<file path="src/rtl/tmr_pkg.sv">
package tmr_pkg;
  localparam int DIGITS = 4;
  localparam int CW     = 4 * DIGITS;
  localparam int BW     = 8;

  typedef enum logic [1:0] {
    ACC_NONE = 2'b00,
    ACC_LO   = 2'b01,
    ACC_HI   = 2'b10,
    ACC_WORD = 2'b11
  } acc_e;

  typedef enum logic [1:0] {
    OP_TERM   = 2'b00,
    OP_RATE   = 2'b01,
    OP_SQUARE = 2'b10
  } op_e;

  function automatic op_e op_of(logic [2:0] code);
    case (code[1:0])
      2'b10:   return OP_RATE;
      2'b11:   return OP_SQUARE;
      default: return OP_TERM;
    endcase
  endfunction

  // Effective divisor span; zero means the largest count.
  function automatic logic [CW:0] cnt_span(logic [CW-1:0] v, logic bcd);
    logic [CW:0] acc;
    logic [CW:0] wt;
    if (v == '0) return bcd ? (CW+1)'(10 ** DIGITS) : (CW+1)'(1) << CW;
    if (!bcd) return {1'b0, v};
    acc = '0;
    wt  = (CW+1)'(1);
    for (int i = 0; i < DIGITS; i++) begin
      acc = acc + (CW+1)'(v[4*i +: 4]) * wt;
      wt  = wt * (CW+1)'(10);
    end
    return acc;
  endfunction

  function automatic logic bcd_ok(logic [CW-1:0] v);
    logic ok;
    ok = 1'b1;
    for (int i = 0; i < DIGITS; i++) if (v[4*i +: 4] > 4'd9) ok = 1'b0;
    return ok;
  endfunction
endpackage

</file>
<file path="src/rtl/tmr_decr.sv">
module tmr_decr #(
  parameter int DIGITS = 4
) (
  input  logic [4*DIGITS-1:0] val_i,
  input  logic                bcd_i,
  output logic [4*DIGITS-1:0] nxt_o
);
  localparam int W = 4 * DIGITS;

  logic [DIGITS-1:0] brw;
  logic [W-1:0]      bcd_nxt;

  assign brw[0] = 1'b1;

  for (genvar g = 0; g < DIGITS; g++) begin : g_dig
    logic [3:0] dig;
    assign dig = val_i[4*g +: 4];
    assign bcd_nxt[4*g +: 4] = brw[g] ? ((dig == 4'd0) ? 4'd9 : dig - 4'd1) : dig;
    if (g < DIGITS - 1) begin : g_brw
      assign brw[g+1] = brw[g] && (dig == 4'd0);
    end
  end

  assign nxt_o = bcd_i ? bcd_nxt : val_i - W'(1);
endmodule

</file>
<file path="src/rtl/tmr_bus.sv">
module tmr_bus #(
  parameter int NCH = 3,
  parameter int AW  = 2,
  parameter int BW  = 8
) (
  input  logic                   cs_ni,
  input  logic                   rd_ni,
  input  logic                   wr_ni,
  input  logic [AW-1:0]          addr_i,
  input  logic [1:0]             sel_i,
  input  logic [NCH-1:0][BW-1:0] ch_rdata_i,
  output logic [NCH-1:0]         ctrl_we_o,
  output logic [NCH-1:0]         data_we_o,
  output logic [NCH-1:0]         rd_stb_o,
  output logic [BW-1:0]          rdata_o
);
  localparam logic [AW-1:0] CTRL_ADDR = AW'(NCH);

  logic wr_act, rd_act;
  assign wr_act = !cs_ni && !wr_ni;
  assign rd_act = !cs_ni && !rd_ni;

  for (genvar g = 0; g < NCH; g++) begin : g_dec
    assign ctrl_we_o[g] = wr_act && (addr_i == CTRL_ADDR) && (sel_i == 2'(g));
    assign data_we_o[g] = wr_act && (addr_i == AW'(g));
    assign rd_stb_o[g]  = rd_act && (addr_i == AW'(g));
  end

  always_comb begin
    rdata_o = '0;
    for (int i = 0; i < NCH; i++) if (rd_stb_o[i]) rdata_o = ch_rdata_i[i];
  end
endmodule

</file>
<file path="src/rtl/tmr_channel.sv">
module tmr_channel
  import tmr_pkg::*;
(
  input  logic          clk_i,
  input  logic          rst_ni,
  input  logic          ctrl_we_i,
  input  logic [5:0]    ctl_i,
  input  logic          data_we_i,
  input  logic          rd_stb_i,
  input  logic [BW-1:0] wdata_i,
  input  logic          tick_i,
  input  logic          gate_i,
  output logic [BW-1:0] rdata_o,
  output logic          out_o
);
  acc_e          acc_q, acc_d;
  op_e           op_q, op_d;
  logic          bcd_q, bcd_d;
  logic          wflip_q, wflip_d, rflip_q, rflip_d;
  logic          pend_q, pend_d, armed_q, armed_d, out_q, out_d;
  logic [CW-1:0] cr_q, cr_d, ce_q, ce_d, ce_dec;
  logic [CW:0]   half;
  logic          commit;

  tmr_decr #(.DIGITS(DIGITS)) u_decr (
    .val_i(ce_q),
    .bcd_i(bcd_q),
    .nxt_o(ce_dec)
  );

  assign half = cnt_span(cr_q, bcd_q) >> 1;

  always_comb begin
    acc_d = acc_q;  op_d = op_q;  bcd_d = bcd_q;
    wflip_d = wflip_q;  rflip_d = rflip_q;
    pend_d = pend_q;  armed_d = armed_q;  out_d = out_q;
    cr_d = cr_q;  ce_d = ce_q;  commit = 1'b0;
    if (ctrl_we_i && (ctl_i[5:4] != 2'b00)) begin
      acc_d   = acc_e'(ctl_i[5:4]);
      op_d    = op_of(ctl_i[3:1]);
      bcd_d   = ctl_i[0];
      wflip_d = 1'b0;
      rflip_d = 1'b0;
      pend_d  = 1'b0;
      armed_d = 1'b0;
      out_d   = (op_of(ctl_i[3:1]) != OP_TERM);
    end else begin
      // counting / loading first, so a same-cycle commit wins
      if (tick_i && pend_q) begin
        ce_d    = cr_q;
        pend_d  = 1'b0;
        armed_d = 1'b1;
        case (op_q)
          OP_TERM: out_d = 1'b0;
          OP_RATE: out_d = 1'b1;
          default: out_d = cnt_span(cr_q, bcd_q) > half;
        endcase
      end else if (tick_i && gate_i && armed_q) begin
        case (op_q)
          OP_TERM: begin
            ce_d = ce_dec;
            if (ce_q == CW'(1)) out_d = 1'b1;
          end
          OP_RATE: begin
            if (ce_q == CW'(1)) begin
              ce_d  = cr_q;
              out_d = 1'b1;
            end else begin
              ce_d = ce_dec;
              if (ce_q == CW'(2)) out_d = 1'b0;
            end
          end
          default: begin
            ce_d  = (ce_q == CW'(1)) ? cr_q : ce_dec;
            out_d = cnt_span(ce_d, bcd_q) > half;
          end
        endcase
      end
      if (data_we_i) begin
        case (acc_q)
          ACC_LO: begin
            cr_d   = {{(CW-BW){1'b0}}, wdata_i};
            commit = 1'b1;
          end
          ACC_HI: begin
            cr_d   = {wdata_i, {(CW-BW){1'b0}}};
            commit = 1'b1;
          end
          ACC_WORD: begin
            if (!wflip_q) begin
              cr_d[BW-1:0] = wdata_i;
              wflip_d      = 1'b1;
            end else begin
              cr_d[CW-1:BW] = wdata_i;
              wflip_d       = 1'b0;
              commit        = 1'b1;
            end
          end
          default: ;
        endcase
        if (commit) begin
          pend_d = 1'b1;
          if (op_q == OP_TERM) out_d = 1'b0;
        end
      end
      if (rd_stb_i && (acc_q == ACC_WORD)) rflip_d = !rflip_q;
    end
  end

  always_ff @(posedge clk_i or negedge rst_ni) begin
    if (!rst_ni) begin
      acc_q <= ACC_NONE;  op_q <= OP_TERM;  bcd_q <= 1'b0;
      wflip_q <= 1'b0;  rflip_q <= 1'b0;
      pend_q <= 1'b0;  armed_q <= 1'b0;  out_q <= 1'b0;
      cr_q <= '0;  ce_q <= '0;
    end else begin
      acc_q <= acc_d;  op_q <= op_d;  bcd_q <= bcd_d;
      wflip_q <= wflip_d;  rflip_q <= rflip_d;
      pend_q <= pend_d;  armed_q <= armed_d;  out_q <= out_d;
      cr_q <= cr_d;  ce_q <= ce_d;
    end
  end

  always_comb begin
    case (acc_q)
      ACC_HI:   rdata_o = ce_q[CW-1:BW];
      ACC_WORD: rdata_o = rflip_q ? ce_q[CW-1:BW] : ce_q[BW-1:0];
      default:  rdata_o = ce_q[BW-1:0];
    endcase
  end

  assign out_o = out_q;

  a_r13_ctl_drives_high: assert property (@(posedge clk_i) disable iff (!rst_ni)
    ctrl_we_i && (ctl_i[5:4] != 2'b00) && ctl_i[2] |=> out_q);

  a_r6_term_stays_high: assert property (@(posedge clk_i) disable iff (!rst_ni)
    (op_q == OP_TERM) && out_q && !ctrl_we_i && !data_we_i |=> out_q);

  a_r9_gate_low_holds: assert property (@(posedge clk_i) disable iff (!rst_ni)
    tick_i && !gate_i && !pend_q && !ctrl_we_i |=> $stable(ce_q) && $stable(out_q));

  a_r4_word_first_byte: assert property (@(posedge clk_i) disable iff (!rst_ni)
    (acc_q == ACC_WORD) && data_we_i && !wflip_q && !ctrl_we_i |=> wflip_q);

  a_r7_single_low_tick: assert property (@(posedge clk_i) disable iff (!rst_ni)
    (op_q == OP_RATE) && armed_q && !out_q && tick_i && gate_i && !pend_q
      && !ctrl_we_i && !data_we_i |=> out_q);

  a_r10_bcd_digits_valid: assert property (@(posedge clk_i) disable iff (!rst_ni)
    bcd_q && armed_q && !pend_q && tick_i && gate_i && bcd_ok(ce_q) && bcd_ok(cr_q)
      && !ctrl_we_i |=> bcd_ok(ce_q));
endmodule

</file>
<file path="src/rtl/interval_timer.sv">
module interval_timer #(
  parameter int NCH = 3,
  parameter int AW  = 2
) (
  input  logic           clk_i,
  input  logic           rst_ni,
  input  logic           cs_ni,
  input  logic           rd_ni,
  input  logic           wr_ni,
  input  logic [AW-1:0]  addr_i,
  input  logic [7:0]     wdata_i,
  output logic [7:0]     rdata_o,
  input  logic [NCH-1:0] ch_tick_i,
  input  logic [NCH-1:0] ch_gate_i,
  output logic [NCH-1:0] ch_out_o
);
  import tmr_pkg::*;

  logic [NCH-1:0]         ctrl_we, data_we, rd_stb;
  logic [NCH-1:0][BW-1:0] ch_rdata;

  tmr_bus #(.NCH(NCH), .AW(AW), .BW(BW)) u_bus (
    .cs_ni      (cs_ni),
    .rd_ni      (rd_ni),
    .wr_ni      (wr_ni),
    .addr_i     (addr_i),
    .sel_i      (wdata_i[7:6]),
    .ch_rdata_i (ch_rdata),
    .ctrl_we_o  (ctrl_we),
    .data_we_o  (data_we),
    .rd_stb_o   (rd_stb),
    .rdata_o    (rdata_o)
  );

  for (genvar g = 0; g < NCH; g++) begin : g_ch
    tmr_channel u_ch (
      .clk_i     (clk_i),
      .rst_ni    (rst_ni),
      .ctrl_we_i (ctrl_we[g]),
      .ctl_i     (wdata_i[5:0]),
      .data_we_i (data_we[g]),
      .rd_stb_i  (rd_stb[g]),
      .wdata_i   (wdata_i),
      .tick_i    (ch_tick_i[g]),
      .gate_i    (ch_gate_i[g]),
      .rdata_o   (ch_rdata[g]),
      .out_o     (ch_out_o[g])
    );
  end
endmodule

</file>
<file path="config.mk">
export PLATFORM = sky130hd
export DESIGN_NAME = interval_timer
export DESIGN_NICKNAME = d
export VERILOG_FILES = /design/src/rtl/tmr_pkg.sv /design/src/rtl/tmr_decr.sv /design/src/rtl/tmr_bus.sv /design/src/rtl/tmr_channel.sv /design/src/rtl/interval_timer.sv
export SDC_FILE = /design/constraint.sdc
export NUM_CORES = 1
export LEC_CHECK = 0
export ABC_AREA = 1
export BUFFER_PORTS_ARGS = -buffer_cell sky130_fd_sc_hd__buf_2
export CORE_ASPECT_RATIO = 0.6
export CORE_MARGIN = 5
export CORE_UTILIZATION = 30
export CTS_CLUSTER_SIZE = 14
export DETAILED_ROUTE_END_ITERATION = 12
export HOLD_SLACK_MARGIN = 0.03
export PLACE_DENSITY = 0.54
export SETUP_SLACK_MARGIN = 0.05
export SYNTH_ARGS = -nofsm -noshare
export SYNTH_HDL_FRONTEND = slang
export SYNTH_SLANG_ARGS = --single-unit
</file>
<file path="constraint.sdc">
create_clock -name clk_i -period 6.68 [get_ports clk_i]
set_input_delay 1.002 -clock clk_i [delete_from_list [all_inputs] [get_ports clk_i]]
set_output_delay 1.002 -clock clk_i [all_outputs]
set_load 0.02 [all_outputs]
</file>
* Yosys cells after proc, flatten, opt, wreduce, memory -nomap -nowiden *
Index checks and enable logic that the tools add are counted.
Widths: inputs -> output; s select.

operators by class
  bitwise logic cells = 3
  multiply operators = 18
  $add $sub $neg = 33
  reduce and logical (&&, ||, !) cells = 102
  equal/unequal tests = 31
  muxes and demuxes = 253
  order comparisons = 6

operators by type and width
  kind                   number
  $mux 17                54
  $mux 16                15
  $pmux 16 s3            3
  $mux 1                 132
  $add 17x11->17         6
  $add 17x14->17         6
  $gt 17x16->1           6
  $logic_not 16->1       6
  $mux 8                 12
  $mux 4                 21
  $mul 4x7->11 const B   6
  $add 4x8->9            6
  $mul 4x5->9 const B    6
  $eq 16x1->1 const B    3
  $eq 16x2->1 const B    3
  $logic_not 4->1        12
  $pmux 8 s2             3
  $sub 16x1->16 const B  3
  $sub 4x1->4 const B    12
  $mul 4x3->7 const B    6
  $reduce_bool 2->1      19
  $logic_and 1x1->1      33
  $reduce_and 4->1       6
  $eq 2x2->1 const B     11
  12 further kinds       56

storage, ports and cells
  bits of input ports = 21
  bits in registers = 126
  word-level logic and storage cells = 479
  output and inout port bits = 11

* Longest topological paths before layout *
  depth in word-level cells = 31
  depth in mapped cells = 51

* Modules after synthesis *
Synthesis repeated with hierarchy kept, for this count alone.

second synthesis, totals
  cells, all modules = 3,442
  area, all modules = 23,860.4 um^2

by module, submodules not included
  module                              seq. area each (um^2)  area an instance (um^2)  times used  cells an instance
  tmr_channel (g_ch[1].u_ch)          1,051.0                7,014.2                  1           939
  tmr_channel (g_ch[2].u_ch)          1,051.0                7,011.7                  1           964
  tmr_channel (g_ch[0].u_ch)          1,051.0                6,976.7                  1           948
  tmr_decr (g_ch[0].u_ch.u_decr ...)  0.0                    830.8                    2           177
  tmr_decr (g_ch[2].u_ch.u_decr)      0.0                    842.1                    1           177
  tmr_bus                             0.0                    354.1                    1           60

* Worst setup path after synthesis *
Ideal clock, no wire load.

  path kind = register to register
  start = register g_ch[2].u_ch.ce_q[0]
  end = register g_ch[2].u_ch.out_q
  path buffers = 0
  arrival = 6.081 ns
  slack = 0.482 ns
  clock period less this slack = 6.198 ns
  stages on the path, launching flop included = 46
  setup time = 0.117 ns
  path through = dfrtp_1 inv_1 ha_1 nand2_2 nor2_1 nand2_1 nand2_1 nand2_1 o21ai_0 nand2_1 o21ai_1 inv_1 ha_1 ha_1 fa_1 inv_1 nor2_1 nand2_1 (+10 left out) nand2_1 nand2_1 nor2_1 o22ai_1 ha_1 nand2_1 nor2_1 nor2_1 nand3_1 nand3_1 nand2_1 a21o_1 a21boi_0 nand2_1 nand2_1 nand2_1 nand2_1 nand2_1

on the way
  word-level cells in the longest chain between the ends = 25

ends and longest elaborated chain
  element                                                  RTL line            source
  from (decl)                                              tmr_channel.sv:21   logic [CW-1:0] cr_q, cr_d, ce_q, ce_d, ce_dec;
  from (signal assigned)                                   tmr_channel.sv:115  cr_q <= '0; ce_q <= '0;
  from (signal assigned)                                   tmr_channel.sv:120  cr_q <= cr_d; ce_q <= ce_d;
  branches (longest 18 deep; another with $add 17x11->17)  -
  $pmux 1 s2 *                                             tmr_channel.sv:59   case (op_q)
  $mux 1 *                                                 tmr_channel.sv:58   end else if (tick_i && gate_i && armed_q) begin
  $mux 1 *                                                 tmr_channel.sv:49   if (tick_i && pend_q) begin
  $mux 1                                                   tmr_channel.sv:103  if (op_q == OP_TERM) out_d = 1'b0;
  $mux 1                                                   tmr_channel.sv:101  if (commit) begin
  $mux 1 *                                                 tmr_channel.sv:79   if (data_we_i) begin
  $mux 1 *                                                 tmr_channel.sv:38   if (ctrl_we_i && (ctl_i[5:4] != 2'b00)) begin
  net g_ch[2].u_ch.out_d                                   tmr_channel.sv:20   logic pend_q, pend_d, armed_q, armed_d, out_q, out_d;
  to (signal assigned)                                     tmr_channel.sv:119  pend_q <= pend_d; armed_q <= armed_d; out_q <= out_d;
  to (decl)                                                tmr_channel.sv:20

Mark *: on every way through the listed nets, which the timed path passes. The select of a mux whose other input is x is not followed.
A chain may end at the register's enable or synchronous reset.

* Final worst setup path *
  start = register g_ch[0].u_ch.ce_q[1]
  end = register g_ch[0].u_ch.out_q

on the way
  word-level cells in the longest chain between the ends = 25

ends and longest elaborated chain
  element                                                  RTL line
  from (decl)                                              tmr_channel.sv:21
  from (signal assigned)                                   tmr_channel.sv:115
  from (signal assigned)                                   tmr_channel.sv:120
  branches (longest 18 deep; another with $add 17x11->17)  -
  $pmux 1 s2 *                                             tmr_channel.sv:59
  $mux 1 *                                                 tmr_channel.sv:58
  $mux 1 *                                                 tmr_channel.sv:49
  $mux 1                                                   tmr_channel.sv:103
  $mux 1                                                   tmr_channel.sv:101
  $mux 1 *                                                 tmr_channel.sv:79
  $mux 1 *                                                 tmr_channel.sv:38
  net g_ch[0].u_ch.out_d                                   tmr_channel.sv:20
  to (signal assigned)                                     tmr_channel.sv:119
  to (decl)                                                tmr_channel.sv:20

Marked as above.

==> metrics.yaml <==
nets: 3855
relSlewSlack_pct: 27.0
grt_start_max_net_pins: 68
vias: 21700
outcome: "finished, final reports clean"
antenna_cells: 0
final_common_cell: "nand2_1"
cts_buffers: 17
end_kind: "flip-flop"
rows: 77
drive_above_1_share_pct: 16.1
initial_core_util_pct: 30.4
synthArstFlopShare_pct: 100
fin_setup_tns_ns: 0
syn-num-nets: 3677
io_buffer_count: 31
min-delay-start: "g_ch[0].u_ch.wflip_q$_DFFE_PN0P_"
htreeDepth: 4
ios: 32
clockBufferDepth: 2
cts.sinks: 126
die_area_um2: 80500
drt_iter0_drc: 1869
max_freq_mhz: 158
finalMaxSlewViolations: 0
die_h_um: 222
dp_hpwl_um: 63900
insertion_delay_ns: 0.45
coreArea_um2: 73800
gp_congestion: 0.962
clk_pin_slew_ns: 0.06
max_stage_delay_ns: 0.55
maxCapViolCount: 0
fin_crit_ns: 6.31
viasPerCell: 5.00
cts_tree: "built"
routedWlPerCell_um: 17.7
drtPass1Iterations: 5
grt_pass1_wl_um: 117000
layout_common_cells: "526 x nand2_1, 502 x inv_1, 358 x ha_1, 261 x o21ai_0, 213 x nand3_1"
cp.arrival_ns: 6.68
gr-total-overflow: 0
worst_pin_slew_ns: 1.09
hold_violations: 0
setup_ws_ns: 0.366
hold_path.class: "flip-flop to flip-flop"
yosys_warnings: 0
cp_slowest_cell: "fa_1"
synth_edf_count: 0
ys.flop_type: "dfrtp_1"
first_global_vias: 19800
netlist_area_um2: 22400
finalSetupViolations: 0
ys_seq_elements: 126
critPathLaunch: "g_ch[0].u_ch.ce_q[1]$_DFFE_PN0P_"
fp.dieW_um: 363
worstSetupPathType: "flip-flop to flip-flop"
crit_required_ns: 7.05
place_ws_ns: 0.0151
cts-hold-fix-buffers: 0
path_common_cell: "nand2_1"
grt_antenna_before_repair: 2
root_buffer: "clkbuf_16"
cp_max_fo: 6
yosysSeqAreaShare_pct: 14.1
fin_crit_sh_pct: 94.5
critPathLaunchType: "flip-flop"
avgSynthCellArea_um2: 7.06
ys_types: 66
wirelength_um: 77100
antenna_left: 0
area_growth_pct: 18.1
drc: 0
clock_skew_ns: 0.0202
grtUsageTotal_pct: 18.5
rr_startpoint: "g_ch[0].u_ch.ce_q[1]$_DFFE_PN0P_"
syn_inst: 3173
[through the flow]
| step | utilization [%] | std cells | hold WS (ns) | cell area (µm²) |
|---|---|---|---|---|
| after floorplan | - | 3173 | 0.434 | 22400 |
| after global placement | 33.4 | 4275 | 0.448 | 24700 |
| after detailed placement | 33.4 | 4275 | 0.464 | 24700 |
| after CTS | 34.2 | 4307 | 0.474 | 25300 |
| after global routing | 35.9 | 4351 | 0.492 | 26500 |
| final | 35.9 | 4351 | 0.468 | 26500 |
[critical path, delay by kind of cell (launching register included)]
| kind | cells | cell delay (ns) |
|---|---|---|
| XOR/XNOR | 1 | 0.13 |
| buffers and inverters | 7 | 0.72 |
| AND/OR/NAND/NOR | 17 | 1.48 |
| adder cells (fa/ha/maj) | 7 | 2.74 |
| flip-flops | 1 | 0.41 |
| AO/OA/AOI/OAI | 6 | 0.76 |
[kinds of logic after synthesis]
group,Yosys count,synth area share (%)
flops,126,14.1
fa+ha+maj,483,30.2
buf+inv,614,10.6
xor+xnor,141,5.51
simple gates,1153,23.1
compound gates,656,16.5
[cell type report]
type / instances / area [µm²]
sequential: 126 / 3160
inverter: 546 / 2080
fill: 8007 / 47300
tap: 987 / 1230
clock inverter: 15 / 161
timing repair buffer: 226 / 1670
clock buffer: 17 / 425
multi-input combinational: 2434 / 17700
[synth_stat cells, types with 10 or more instances]
cell type,count,area [µm²]
a31oi_1,16,100
xnor2_1,46,403
or2_2,13,81.3
fa_1,96,1920
inv_2,17,63.8
a21oi_1,175,876
nor2_2,16,100
o21ai_2,10,87.6
xor2_1,95,832
nor3_1,35,175
inv_1,523,1960
o21ai_1,30,150
a21o_1,13,97.6
o21a_1,10,75.1
o21bai_1,14,105
o21ai_0,281,1410
o221ai_1,18,158
nand2_2,25,156
dfrtp_1,126,3150
clkbuf_1,44,165
nor4_1,14,87.6
o22ai_1,45,282
ha_1,387,4840
nor2_1,207,777
nand2_1,548,2060
nor2_4,10,113
nand3_1,219,1100
nand4_1,29,181
[path summary, 6_finish.rpt]
kind | to | slack, ns | cells after the start
worst max-delay path | g_ch[0].u_ch.out_o$_DFF_PN0_ | 0.37 | 38
worst min-delay path | g_ch[0].u_ch.wflip_q$_DFFE_PN0P_ | 0.47 | 1
worst max register to register | g_ch[0].u_ch.out_o$_DFF_PN0_ | 0.37 | 38
worst min register to register | g_ch[0].u_ch.wflip_q$_DFFE_PN0P_ | 0.47 | 1
max in group asynchronous | g_ch[1].u_ch.cr_q[5]$_DFFE_PN0P_ | 4.76 | 2
min in group asynchronous | g_ch[2].u_ch.ce_q[11]$_DFFE_PN0P_ | 0.53 | 1
[registers in the layout (all words and copies together), names as in the netlist, 6 cells and up]
signal and flops:
g_ch.u_ch.acc_q 6, g_ch.u_ch.ce_q 48, g_ch.u_ch.cr_q 48, g_ch.u_ch.op_q 6
[per-layer routing]
layer	vias to the layer above	part of all wire, %	GRT usage, %
met1	10000	54	31.6
met3	35	11	6.25
li1	10900	-	-
met4	2	0.48	1.62
met5	-	0.013	0
met2	807	34	21.6
[timing repair]
item,CTS,global route
endpoints found under the hold margin,0,0
setup endpoints to repair,2,3
buffers inserted,0,42
resized for setup,9,212
pin swaps,0,76
cloned,0,2
Power is left out: the tool's default activity adds up to more than one toggle a clock period on the data nets, which glitch-free logic cannot reach.
